[config.mk]
export PLATFORM = sky130hd
export DESIGN_NAME = stk_eval_unit
export DESIGN_NICKNAME = d
export VERILOG_FILES = /design/src/rtl/stk_pkg.sv /design/src/rtl/stk_alu.sv /design/src/rtl/stk_spill_ram.sv /design/src/rtl/stk_reg_cache.sv /design/src/rtl/stk_eval_unit.sv
export SDC_FILE = /design/constraint.sdc
export NUM_CORES = 1
export LEC_CHECK = 0
export BUFFER_PORTS_ARGS = -buffer_cell sky130_fd_sc_hd__buf_2
export CAP_MARGIN = 20
export CORE_UTILIZATION = 52
export DETAILED_ROUTE_END_ITERATION = 7
export PLACE_DENSITY = 0.71
export SLEW_MARGIN = 20
export SYNTH_ARGS = -nofsm -noshare
export SYNTH_HDL_FRONTEND = slang
export SYNTH_HIERARCHICAL = 1
export SYNTH_SLANG_ARGS = --single-unit
export TNS_END_PERCENT = 1
[constraint.sdc]
create_clock -name clk -period 25.2 [get_ports clk]
set_input_delay 1.26 -clock clk [delete_from_list [all_inputs] [get_ports clk]]
set_output_delay 1.26 -clock clk [all_outputs]
set_load 0.01 [all_outputs]
[src/rtl/stk_pkg.sv]
package stk_pkg;

  // Operation applied to the register cache in one cycle
  typedef enum logic [2:0] {
    RC_HOLD,
    RC_PUSH,   // write above the current top
    RC_POP,    // drop the top
    RC_BIN,    // replace top two with one value
    RC_SHDN,   // spill: discard bottom, shift toward bottom
    RC_SHUP    // fill: shift toward top, insert at bottom
  } rc_op_e;

  typedef enum logic [1:0] {
    ST_IDLE,
    ST_PUSH,   // spill done, push pending
    ST_FILL    // read issued, data lands this cycle
  } ctl_state_e;

endpackage

[src/rtl/stk_alu.sv]
module stk_alu #(
  parameter int W = 16
) (
  input  logic [1:0]   sel,
  input  logic [W-1:0] lhs,
  input  logic [W-1:0] rhs,
  output logic [W-1:0] result,
  output logic         div_zero
);

  always_comb begin
    div_zero = 1'b0;
    unique case (sel)
      2'b00: result = lhs + rhs;
      2'b01: result = lhs - rhs;
      2'b10: result = lhs * rhs;
      default: begin
        if (rhs == '0) begin
          result   = '0;
          div_zero = 1'b1;
        end else begin
          result = lhs / rhs;
        end
      end
    endcase
  end

endmodule

[src/rtl/stk_spill_ram.sv]
module stk_spill_ram #(
  parameter int W     = 16,
  parameter int DEPTH = 16,
  localparam int AW   = (DEPTH > 1) ? $clog2(DEPTH) : 1
) (
  input  logic          clk,
  input  logic          rst_n,
  input  logic          wr_en,
  input  logic [AW-1:0] wr_addr,
  input  logic [W-1:0]  wr_data,
  input  logic          rd_en,
  input  logic [AW-1:0] rd_addr,
  output logic [W-1:0]  rd_data
);

  logic [W-1:0] mem_q [DEPTH];

  always_ff @(posedge clk) begin
    if (wr_en) mem_q[wr_addr] <= wr_data;
    if (rd_en) rd_data <= mem_q[rd_addr];
  end

  // Spill and fill never share a cycle: one RAM access per stall
  assert_single_port_R6: assert property (@(posedge clk) disable iff (!rst_n)
    !(wr_en && rd_en));

endmodule

[src/rtl/stk_reg_cache.sv]
module stk_reg_cache
  import stk_pkg::*;
#(
  parameter int N  = 2,
  parameter int W  = 16,
  localparam int CW = $clog2(N + 1),
  localparam int IW = (N > 1) ? $clog2(N) : 1
) (
  input  logic          clk,
  input  logic          rst_n,
  input  rc_op_e        op,
  input  logic [W-1:0]  wdata,
  output logic [W-1:0]  top_val,
  output logic [W-1:0]  sec_val,
  output logic [W-1:0]  bot_val,
  output logic [CW-1:0] cnt
);

  logic [W-1:0]  ent_q [N];
  logic [W-1:0]  ent_d [N];
  logic [CW-1:0] cnt_q, cnt_d;

  always_comb begin
    for (int i = 0; i < N; i++) begin
      ent_d[i] = ent_q[i];
      unique case (op)
        RC_PUSH: if (i == int'(cnt_q)) ent_d[i] = wdata;
        RC_BIN:  if (i + 2 == int'(cnt_q)) ent_d[i] = wdata;
        RC_SHDN: if (i < N - 1) ent_d[i] = ent_q[(i + 1) % N];
        RC_SHUP: ent_d[i] = (i == 0) ? wdata : ent_q[(i + N - 1) % N];
        default: ;
      endcase
    end
    unique case (op)
      RC_PUSH, RC_SHUP:        cnt_d = cnt_q + 1'b1;
      RC_POP, RC_BIN, RC_SHDN: cnt_d = cnt_q - 1'b1;
      default:                 cnt_d = cnt_q;
    endcase
  end

  always_ff @(posedge clk) begin
    if (!rst_n) begin
      cnt_q <= '0;
      for (int i = 0; i < N; i++) ent_q[i] <= '0;
    end else begin
      cnt_q <= cnt_d;
      for (int i = 0; i < N; i++) ent_q[i] <= ent_d[i];
    end
  end

  assign top_val = (cnt_q == '0) ? '0 : ent_q[IW'(cnt_q - 1'b1)];
  assign sec_val = (cnt_q < CW'(2)) ? '0 : ent_q[IW'(cnt_q - CW'(2))];
  assign bot_val = ent_q[0];
  assign cnt     = cnt_q;

  assert_cnt_bound_R5: assert property (@(posedge clk) disable iff (!rst_n)
    cnt_q <= CW'(N));
  assert_push_room_R5: assert property (@(posedge clk) disable iff (!rst_n)
    (op == RC_PUSH) |-> (cnt_q < CW'(N)));
  assert_bin_operands_R3: assert property (@(posedge clk) disable iff (!rst_n)
    (op == RC_BIN) |-> (cnt_q >= CW'(2)));

endmodule

[src/rtl/stk_eval_unit.sv]
module stk_eval_unit
  import stk_pkg::*;
#(
  parameter int DATA_W    = 16,
  parameter int REG_N     = 2,
  parameter int MEM_DEPTH = 16,
  parameter int CNT_W     = 8,
  localparam int CAP = REG_N + MEM_DEPTH,
  localparam int DW  = $clog2(CAP + 1),
  localparam int MPW = $clog2(MEM_DEPTH + 1),
  localparam int AW  = (MEM_DEPTH > 1) ? $clog2(MEM_DEPTH) : 1,
  localparam int CW  = $clog2(REG_N + 1)
) (
  input  logic              clk,
  input  logic              rst_n,
  input  logic              cmd_valid,
  output logic              cmd_ready,
  input  logic [2:0]        cmd_op,
  input  logic [DATA_W-1:0] cmd_data,
  output logic [DATA_W-1:0] tos_data,
  output logic [DW-1:0]     stack_depth,
  output logic              underflow_err,
  output logic              overflow_err,
  output logic              divzero_err,
  output logic [CNT_W-1:0]  spill_count,
  output logic [CNT_W-1:0]  fill_count
);

  if (REG_N < 2) begin : g_bad_reg_n
    $error("stk_eval_unit needs REG_N of at least 2");
  end

  localparam logic [CNT_W-1:0] CNT_MAX = {CNT_W{1'b1}};

  ctl_state_e        state_q, state_d;
  logic [MPW-1:0]    msp_q, msp_d;
  logic [DATA_W-1:0] held_q, held_d;
  rc_op_e            rc_op;
  logic [DATA_W-1:0] rc_wdata, top_val, sec_val, bot_val, alu_res, ram_rd_data;
  logic [CW-1:0]     reg_cnt;
  logic              alu_dz, ram_wr_en, ram_rd_en, fire;
  logic              set_udf, set_ovf, set_dz;

  stk_reg_cache #(.N(REG_N), .W(DATA_W)) u_cache (
    .clk(clk), .rst_n(rst_n), .op(rc_op), .wdata(rc_wdata),
    .top_val(top_val), .sec_val(sec_val), .bot_val(bot_val), .cnt(reg_cnt)
  );

  stk_alu #(.W(DATA_W)) u_alu (
    .sel(cmd_op[1:0]), .lhs(sec_val), .rhs(top_val),
    .result(alu_res), .div_zero(alu_dz)
  );

  stk_spill_ram #(.W(DATA_W), .DEPTH(MEM_DEPTH)) u_ram (
    .clk(clk), .rst_n(rst_n),
    .wr_en(ram_wr_en), .wr_addr(AW'(msp_q)), .wr_data(bot_val),
    .rd_en(ram_rd_en), .rd_addr(AW'(msp_q - 1'b1)), .rd_data(ram_rd_data)
  );

  assign stack_depth = DW'(reg_cnt) + DW'(msp_q);
  assign cmd_ready   = (state_q == ST_IDLE);
  assign fire        = cmd_valid && cmd_ready;
  assign tos_data    = top_val;

  always_comb begin
    state_d   = state_q;
    msp_d     = msp_q;
    held_d    = held_q;
    rc_op     = RC_HOLD;
    rc_wdata  = cmd_data;
    ram_wr_en = 1'b0;
    ram_rd_en = 1'b0;
    set_udf   = 1'b0;
    set_ovf   = 1'b0;
    set_dz    = 1'b0;
    unique case (state_q)
      ST_IDLE: if (fire) begin
        if (cmd_op[2]) begin
          if (stack_depth < DW'(2)) begin
            set_udf = 1'b1;
          end else begin
            rc_op    = RC_BIN;
            rc_wdata = alu_res;
            set_dz   = alu_dz;
          end
        end else if (cmd_op[1:0] == 2'b00) begin
          if (stack_depth == DW'(CAP)) begin
            set_ovf = 1'b1;
          end else if (reg_cnt == CW'(REG_N)) begin
            ram_wr_en = 1'b1;
            rc_op     = RC_SHDN;
            msp_d     = msp_q + 1'b1;
            held_d    = cmd_data;
            state_d   = ST_PUSH;
          end else begin
            rc_op = RC_PUSH;
          end
        end else if (cmd_op[1:0] == 2'b01) begin
          if (stack_depth == '0) set_udf = 1'b1;
          else                   rc_op   = RC_POP;
        end
        // Eager refill once the register portion has given up a slot
        if ((rc_op == RC_POP || rc_op == RC_BIN) && msp_q != '0) begin
          ram_rd_en = 1'b1;
          msp_d     = msp_q - 1'b1;
          state_d   = ST_FILL;
        end
      end
      ST_PUSH: begin
        rc_op    = RC_PUSH;
        rc_wdata = held_q;
        state_d  = ST_IDLE;
      end
      ST_FILL: begin
        rc_op    = RC_SHUP;
        rc_wdata = ram_rd_data;
        state_d  = ST_IDLE;
      end
      default: state_d = ST_IDLE;
    endcase
  end

  always_ff @(posedge clk) begin
    if (!rst_n) begin
      state_q       <= ST_IDLE;
      msp_q         <= '0;
      held_q        <= '0;
      underflow_err <= 1'b0;
      overflow_err  <= 1'b0;
      divzero_err   <= 1'b0;
      spill_count   <= '0;
      fill_count    <= '0;
    end else begin
      state_q <= state_d;
      msp_q   <= msp_d;
      held_q  <= held_d;
      if (set_udf) underflow_err <= 1'b1;
      if (set_ovf) overflow_err  <= 1'b1;
      if (set_dz)  divzero_err   <= 1'b1;
      if (ram_wr_en && spill_count != CNT_MAX) spill_count <= spill_count + 1'b1;
      if (ram_rd_en && fill_count  != CNT_MAX) fill_count  <= fill_count + 1'b1;
    end
  end

  assert_push_depth_R2: assert property (@(posedge clk) disable iff (!rst_n)
    (fire && cmd_op == 3'b000 && reg_cnt < CW'(REG_N))
      |=> (stack_depth == $past(stack_depth) + DW'(1)));
  assert_spill_only_full_R5: assert property (@(posedge clk) disable iff (!rst_n)
    ram_wr_en |-> (reg_cnt == CW'(REG_N)));
  assert_stall_single_R5: assert property (@(posedge clk) disable iff (!rst_n)
    (state_q != ST_IDLE) |=> cmd_ready);
  assert_cache_full_R6: assert property (@(posedge clk) disable iff (!rst_n)
    (state_q == ST_IDLE && msp_q != '0) |-> (reg_cnt == CW'(REG_N)));
  assert_udf_sticky_R9: assert property (@(posedge clk) disable iff (!rst_n)
    underflow_err |=> underflow_err);
  assert_udf_hold_R9: assert property (@(posedge clk) disable iff (!rst_n)
    (fire && cmd_op == 3'b001 && stack_depth == '0) |=> (stack_depth == '0));
  assert_ovf_hold_R10: assert property (@(posedge clk) disable iff (!rst_n)
    (fire && cmd_op == 3'b000 && stack_depth == DW'(CAP)) |=> $stable(stack_depth));
  assert_count_sat_R12: assert property (@(posedge clk) disable iff (!rst_n)
    (spill_count == CNT_MAX) |=> (spill_count == CNT_MAX));

endmodule

=== Word-level counts from Yosys, hierarchy flattened ===
Memory sizes are Yosys's and may differ from the RTL's. A register that Yosys moved wholly into a read port is not among the register bits.
Index checks and enable logic that the tools add are counted.

* Bits in registers: 44
* Memories kept: 2
* Output and inout bits: 41
* Latch bits: 0
* Memory bits (writable): 288
* Bits in read-only memories: 0
* Logic and storage cells: 140

{| class="wikitable"
|+ Memory list
! name !! words !! bits a word !! rd ports !! clocked after Yosys merged registers in !! wr ports !! RTL line !! RTL
|-
| u_ram.mem_q || 16 || 16 || 1 || 1 || 1 || stk_spill_ram.sv:16 || <nowiki>logic [W-1:0] mem_q [DEPTH];</nowiki>
|-
| u_cache.ent_q || 2 || 16 || 4 || 0 || 2 || stk_reg_cache.sv:19 || <nowiki>logic [W-1:0] ent_q [N];</nowiki>
|}

* Order comparisons: 2
* Mux-type cells: 69
* Add/subtract/negate cells: 10
* Equal/unequal tests: 20
* Bitwise gates (word level): 4
* Multiply operators: 1
* Div/mod/pow operators: 1
* Shift-type cells: 0
* Reduce and logical (&&, ||, !) cells: 22

{| class="wikitable"
|+ Operator list
! operator !! number
|-
| 16-bit 2-to-1 mux || 12
|-
| 16-bit one-hot mux with 3 select lines || 3
|-
| 16-bit one-hot mux with 4 select lines || 1
|-
| 1-bit 2-to-1 mux || 31
|-
| 5-bit 2-to-1 mux || 5
|-
| 3-bit 2-to-1 mux || 7
|-
| 16-bit adder || 1
|-
| 8-bit by 1-bit adder with 8-bit output (second input constant) || 2
|-
| 16-bit by 16-bit divider with 16-bit output || 1
|-
| 16-bit zero test || 1
|-
| 16-bit by 16-bit multiplier with 16-bit output || 1
|-
| 2-bit 2-to-1 mux || 8
|-
| 8-bit != test (second input constant) || 2
|-
| 16-bit subtractor || 1
|-
| 3-bit by 2-bit == test with 1-bit output (second input constant) || 4
|-
| 6-bit AND reduction || 2
|-
| 3-bit one-hot mux with 3 select lines || 1
|-
| 2-bit zero test || 4
|-
| 2-bit == test (second input constant) || 3
|-
| 3-bit == test (second input constant) || 2
|-
| 2-bit nonzero test || 3
|-
| 3-bit OR reduction || 2
|-
| 2-bit by 5-bit adder with 5-bit output || 1
|-
| 5-bit by 1-bit adder with 5-bit output (second input constant) || 1
|-
| 22 further kinds || 30
|}

=== Longest topological paths before layout ===
* Depth after elaboration: 15
* Gate-level depth with buffers: 140
* Mapped depth without buffers: 127

=== Cells and area by module ===
Netlist, hierarchy kept.

{| class="wikitable"
|+ By module, submodules not included
! module !! area each (um2) !! seq. area each (um2) !! cells each !! instances
|-
| stk_alu || 12122.9 || 0.0 || 1660 || 1
|-
| stk_spill_ram || 10202.3 || 8167.8 || 432 || 1
|-
| stk_eval_unit || 2772.7 || 840.8 || 346 || 1
|-
| stk_reg_cache || 2308.5 || 700.7 || 274 || 1
|}

=== Worst setup path after synthesis ===
No wires, ideal clock.

* Kind: reg2reg
* Start point: reg u_cache.cnt_q[0] (netlist: u_cache/cnt[0])
* End point: mem u_cache.ent_q[0][0]
* Stages on the path, launching flop included: 132
* Required time: 25.071 ns
* Setup slack: -2.693 ns
* Data arrival time: 27.764 ns
* Buffers on the path: 15
* Period minus slack after synthesis: 27.893 ns
* Path through: dfxtp_1 > buf_2 > buf_2 > inv_1 > ha_1 > clkbuf_1 > nor2_1 > clkbuf_1 > inv_1 > ha_1 > o21ai_0 > nor2_1 > nor2_1 > a21oi_1 > ha_1 > o21ai_0 > nor2b_1 > o21bai_1 > [96 not listed] > a31oi_1 > a31oi_1 > clkbuf_1 > nand2_1 > o21ai_0 > ha_1 > a21o_1 > a21o_1 > a21o_1 > a21o_1 > a2111oi_0 > o21ai_0 > a31oi_1 > o21ai_0 > o21ai_0 > a2bb2oi_1 > mux2i_1 > a21oi_1

{| class="wikitable"
|+ RTL lines
! element !! RTL line !! RTL
|-
| from (decl) || stk_reg_cache.sv:21 || <nowiki>logic [CW-1:0] cnt_q, cnt_d;</nowiki>
|-
| from (signal assigned) || stk_reg_cache.sv:46 || <nowiki>cnt_q <= cnt_d;</nowiki>
|-
| to (decl) || stk_reg_cache.sv:19 ||
|}

==> impl_metrics.py <==
metrics = {
    "finish": {
        "post_route_cells_drive_above_1_share_pct": 29.8,
        "layout.nets": 3458,
        "final_util_pct": 65.8,
        "areaGrowthSynthToFinish_pct": 24.2,
        "antenna-diode-count": 0,
        "filler_cell_count": 3950,
    },
    "grt": {
        "pin_count_of_the_biggest_net_entering_global_routing": 65,
        "use_met2_pct": 54.3,
        "use_met1_pct": 46.2,
        "first_global_vias": 23593,
        "grt_pass1_wl_microns": 138000,
        "antenna_found_initial": 1,
        "globalRouteOverflowTotal": 0,
        "grt.met3_usage_pct": 5.62,
        "globalRouteTotalUtil_pct": 33.6,
        "most_used_routing_layer": "met2",
    },
    "synthesis": {
        "syn_area_per_cell_sq_um": 10.1,
        "synth.net_count": 3036,
        "area_of_the_mapped_netlist_sq_um": 27400,
        "async_flop_share_pct": 0,
        "postSynthCellCount": 2712,
        "yosys.cell_types.count": 107,
        "synth_top_flop_cell": "sky130_fd_sc_hd__edfxtp_1",
        "post_synthesis_sequential_area_ratio_pct": 35.4,
        "synthesis.yosys.warnings": 6,
        "yosys_register_bits": 349,
        "number_of_enable_flip_flop_cells_after_synthesis": 272,
    },
    "clock_network": {
        "clock_path_buffers": 3,
        "cts_made_buffers": 29,
        "cts_tree": "built",
        "root_buffer": "sky130_fd_sc_hd__clkbuf_16",
        "clock_sinks": 349,
        "clock_tree.htree_level_count": 1,
        "clk_latency_ns": 0.59,
        "clk_pin_slew_worst_paths_ns": 0.07,
        "cts_hold_buffers": 0,
    },
    "die": {
        "io_pins": 63,
        "rows": 83,
        "core_region_area_sq_um": 51700,
        "start_util_pct": 53.0,
        "die_x_microns": 232,
        "die_height_microns": 232,
        "dieArea_sq_um": 53600,
    },
    "drt": {
        "avgViaCountPerCell": 6.42,
        "ant_nets": 0,
        "via_count": 24621,
        "drt_first_iter_violations": 2767,
        "drt-total-wl_microns": 94000,
        "route.detailed.drc": 0,
        "detailedRoute.firstPassIterationCount": 6,
        "wl_per_cell_microns": 24.5,
    },
    "setup_path": {
        "critPathMaxStageDelay_ns": 0.50,
        "path_delay_family": "compound AO/OA/AOI/OAI gates",
        "criticalPathCategory": "reg2reg",
        "endpoint_kind": "flip-flop",
        "critPathMostFrequentCell": "sky130_fd_sc_hd__buf_4",
        "crit_path_start_kind": "flip-flop",
        "crit_arrival_ns": 25.52,
        "required_time_of_the_critical_path_ns": 25.68,
        "critical_path.slowest_cell": "sky130_fd_sc_hd__or4bb_1",
        "cp_num_buf_inv": 17,
        "worst-path-max-fanout": 8,
    },
    "placement": {
        "dpl_worst_slack_ns": -0.940,
        "portBuffers": 62,
        "hpwlAfterDp_microns": 64900,
        "place_congestion": 0.980,
    },
    "timing": {
        "slew_headroom_pct": 26.1,
        "setup_violations": 0,
        "rsz0062_at_grt": "true",
        "timing.final.ws_setup_ns": 0.167,
        "fmax_mhz": 39.9,
        "worst_pin_slew_ns": 1.10,
        "clock-skew-final_ns": 0.0195,
        "fin_crit_sh_pct": 99.3,
        "timing.final.crit_period_ns": 25.03,
        "hold_vio_cnt_final": 0,
        "slew_violations": 0,
    },
    "flow_run": {
        "max-cap-violations": 0,
    },
    "status": {
        "outcome": "complete, no violations",
    },
    "hold_path": {
        "holdCritPathClass": "reg2reg",
    },
}
timing repair:
item | 4_1_cts | 5_1_grt
hold endpoints to repair | 0 | 0
resized for setup | 34 | 223
setup endpoints to repair | 2 | 4
setup buffers | 5 | 65
pin swaps | 15 | 139
cells in the mapped netlist, types with 20 or more instances:
master | number | area (sq um)
sky130_fd_sc_hd__buf_2 | 27 | 135
sky130_fd_sc_hd__mux2i_1 | 67 | 671
sky130_fd_sc_hd__o21a_1 | 32 | 240
sky130_fd_sc_hd__a21o_1 | 37 | 278
sky130_fd_sc_hd__nor3_1 | 69 | 345
sky130_fd_sc_hd__a311oi_1 | 21 | 184
sky130_fd_sc_hd__nand2_1 | 248 | 931
sky130_fd_sc_hd__o211ai_1 | 26 | 195
sky130_fd_sc_hd__mux4_2 | 54 | 1220
sky130_fd_sc_hd__clkbuf_1 | 83 | 312
sky130_fd_sc_hd__a211oi_1 | 36 | 270
sky130_fd_sc_hd__or3_1 | 20 | 125
sky130_fd_sc_hd__nor2_1 | 212 | 796
sky130_fd_sc_hd__fa_1 | 82 | 1640
sky130_fd_sc_hd__ha_1 | 220 | 2750
sky130_fd_sc_hd__dfxtp_1 | 77 | 1540
sky130_fd_sc_hd__inv_1 | 174 | 653
sky130_fd_sc_hd__a31oi_1 | 21 | 131
sky130_fd_sc_hd__nand3_1 | 61 | 305
sky130_fd_sc_hd__nand2b_1 | 24 | 150
sky130_fd_sc_hd__xor2_1 | 59 | 517
sky130_fd_sc_hd__o21ai_0 | 86 | 430
sky130_fd_sc_hd__xnor2_1 | 92 | 806
sky130_fd_sc_hd__edfxtp_1 | 272 | 8170
sky130_fd_sc_hd__and2_1 | 28 | 175
sky130_fd_sc_hd__a22oi_1 | 44 | 330
sky130_fd_sc_hd__nor2b_1 | 21 | 131
sky130_fd_sc_hd__a21oi_1 | 160 | 801
final cells by class:
type,count,area (sq um),share of cell area [%]
sequential,349,9710,28.5
timing repair buffer,533,3930,11.6
inverter,184,703,2.07
multi-input combinational,2037,17800,52.3
tap,680,851,2.50
clock buffer,33,751,2.21
clock inverter,21,285,0.838
layout by cell type, fill, tap and decap left out, drive strengths merged, types with 45 or more instances in the layout:
master    n
buf     533
edfxtp  272
nand2   250
ha      220
nor2    214
inv     179
a21oi   174
xnor2    92
o21ai    88
fa       82
dfxtp    77
nor3     70
mux2i    68
mux4     64
nand3    63
xor2     59
a22oi    45
metrics by stage:
stage | hold slack (ns) | cell area [sq um] | std cells | TNS (ns)
after CTS | 0.459 | 32400 | 3772 | -0.00878
final | 0.461 | 34000 | 3837 | 0
after global routing | 0.474 | 34000 | 3837 | -1.50
after global placement | 0.442 | 31100 | 3713 | -0.765
after floorplan | 0.436 | 27700 | 2712 | 0
after detailed placement | 0.450 | 31100 | 3713 | -1.83
flip-flops by register name, summed over array words and instances, names as in the netlist, named ones only:
register	count
spill_count	8
fill_count	8
u_ram/rd_data	16
u_cache/ent_q	32
u_cache/cnt	2
held_q	16
state_q	2
u_ram/mem_q	256
overflow_err	1
msp_q	5
divzero_err	1
underflow_err	1
worst paths after layout:
kind / slack (ns) / cells past startpoint / startpoint / to
setup / recovery: 0.17 / 122 / u_cache/cnt[0] / u_cache/ent_q[1][0]
hold / removal: 0.46 / 1 / divzero_err / divzero_err
setup reg to reg: 0.17 / 122 / u_cache/cnt[0] / u_cache/ent_q[1][0]
hold reg to reg: 0.46 / 1 / divzero_err / divzero_err
cells by family (layout without fill, tap and decap cells):
family | Yosys count | after routing | synth area share, %
xor+xnor | 151 | 151 | 4.83
buf+inv | 326 | 771 | 5.14
flops | 349 | 349 | 35.4
compound gates | 648 | 648 | 16.4
fa+ha+maj | 302 | 302 | 16.0
simple gates | 789 | 789 | 13.7
mux | 147 | 147 | 8.51
metal layers:
layer,routed length [microns],vias to the layer above
li1,-,10850
met1,38600,12235
met2,43300,1281
met3,8730,253
met4,3410,2
met5,12,-
Power is not shown: default switching activity piles up to over one toggle a cycle in this logic, so the estimate is an artifact.
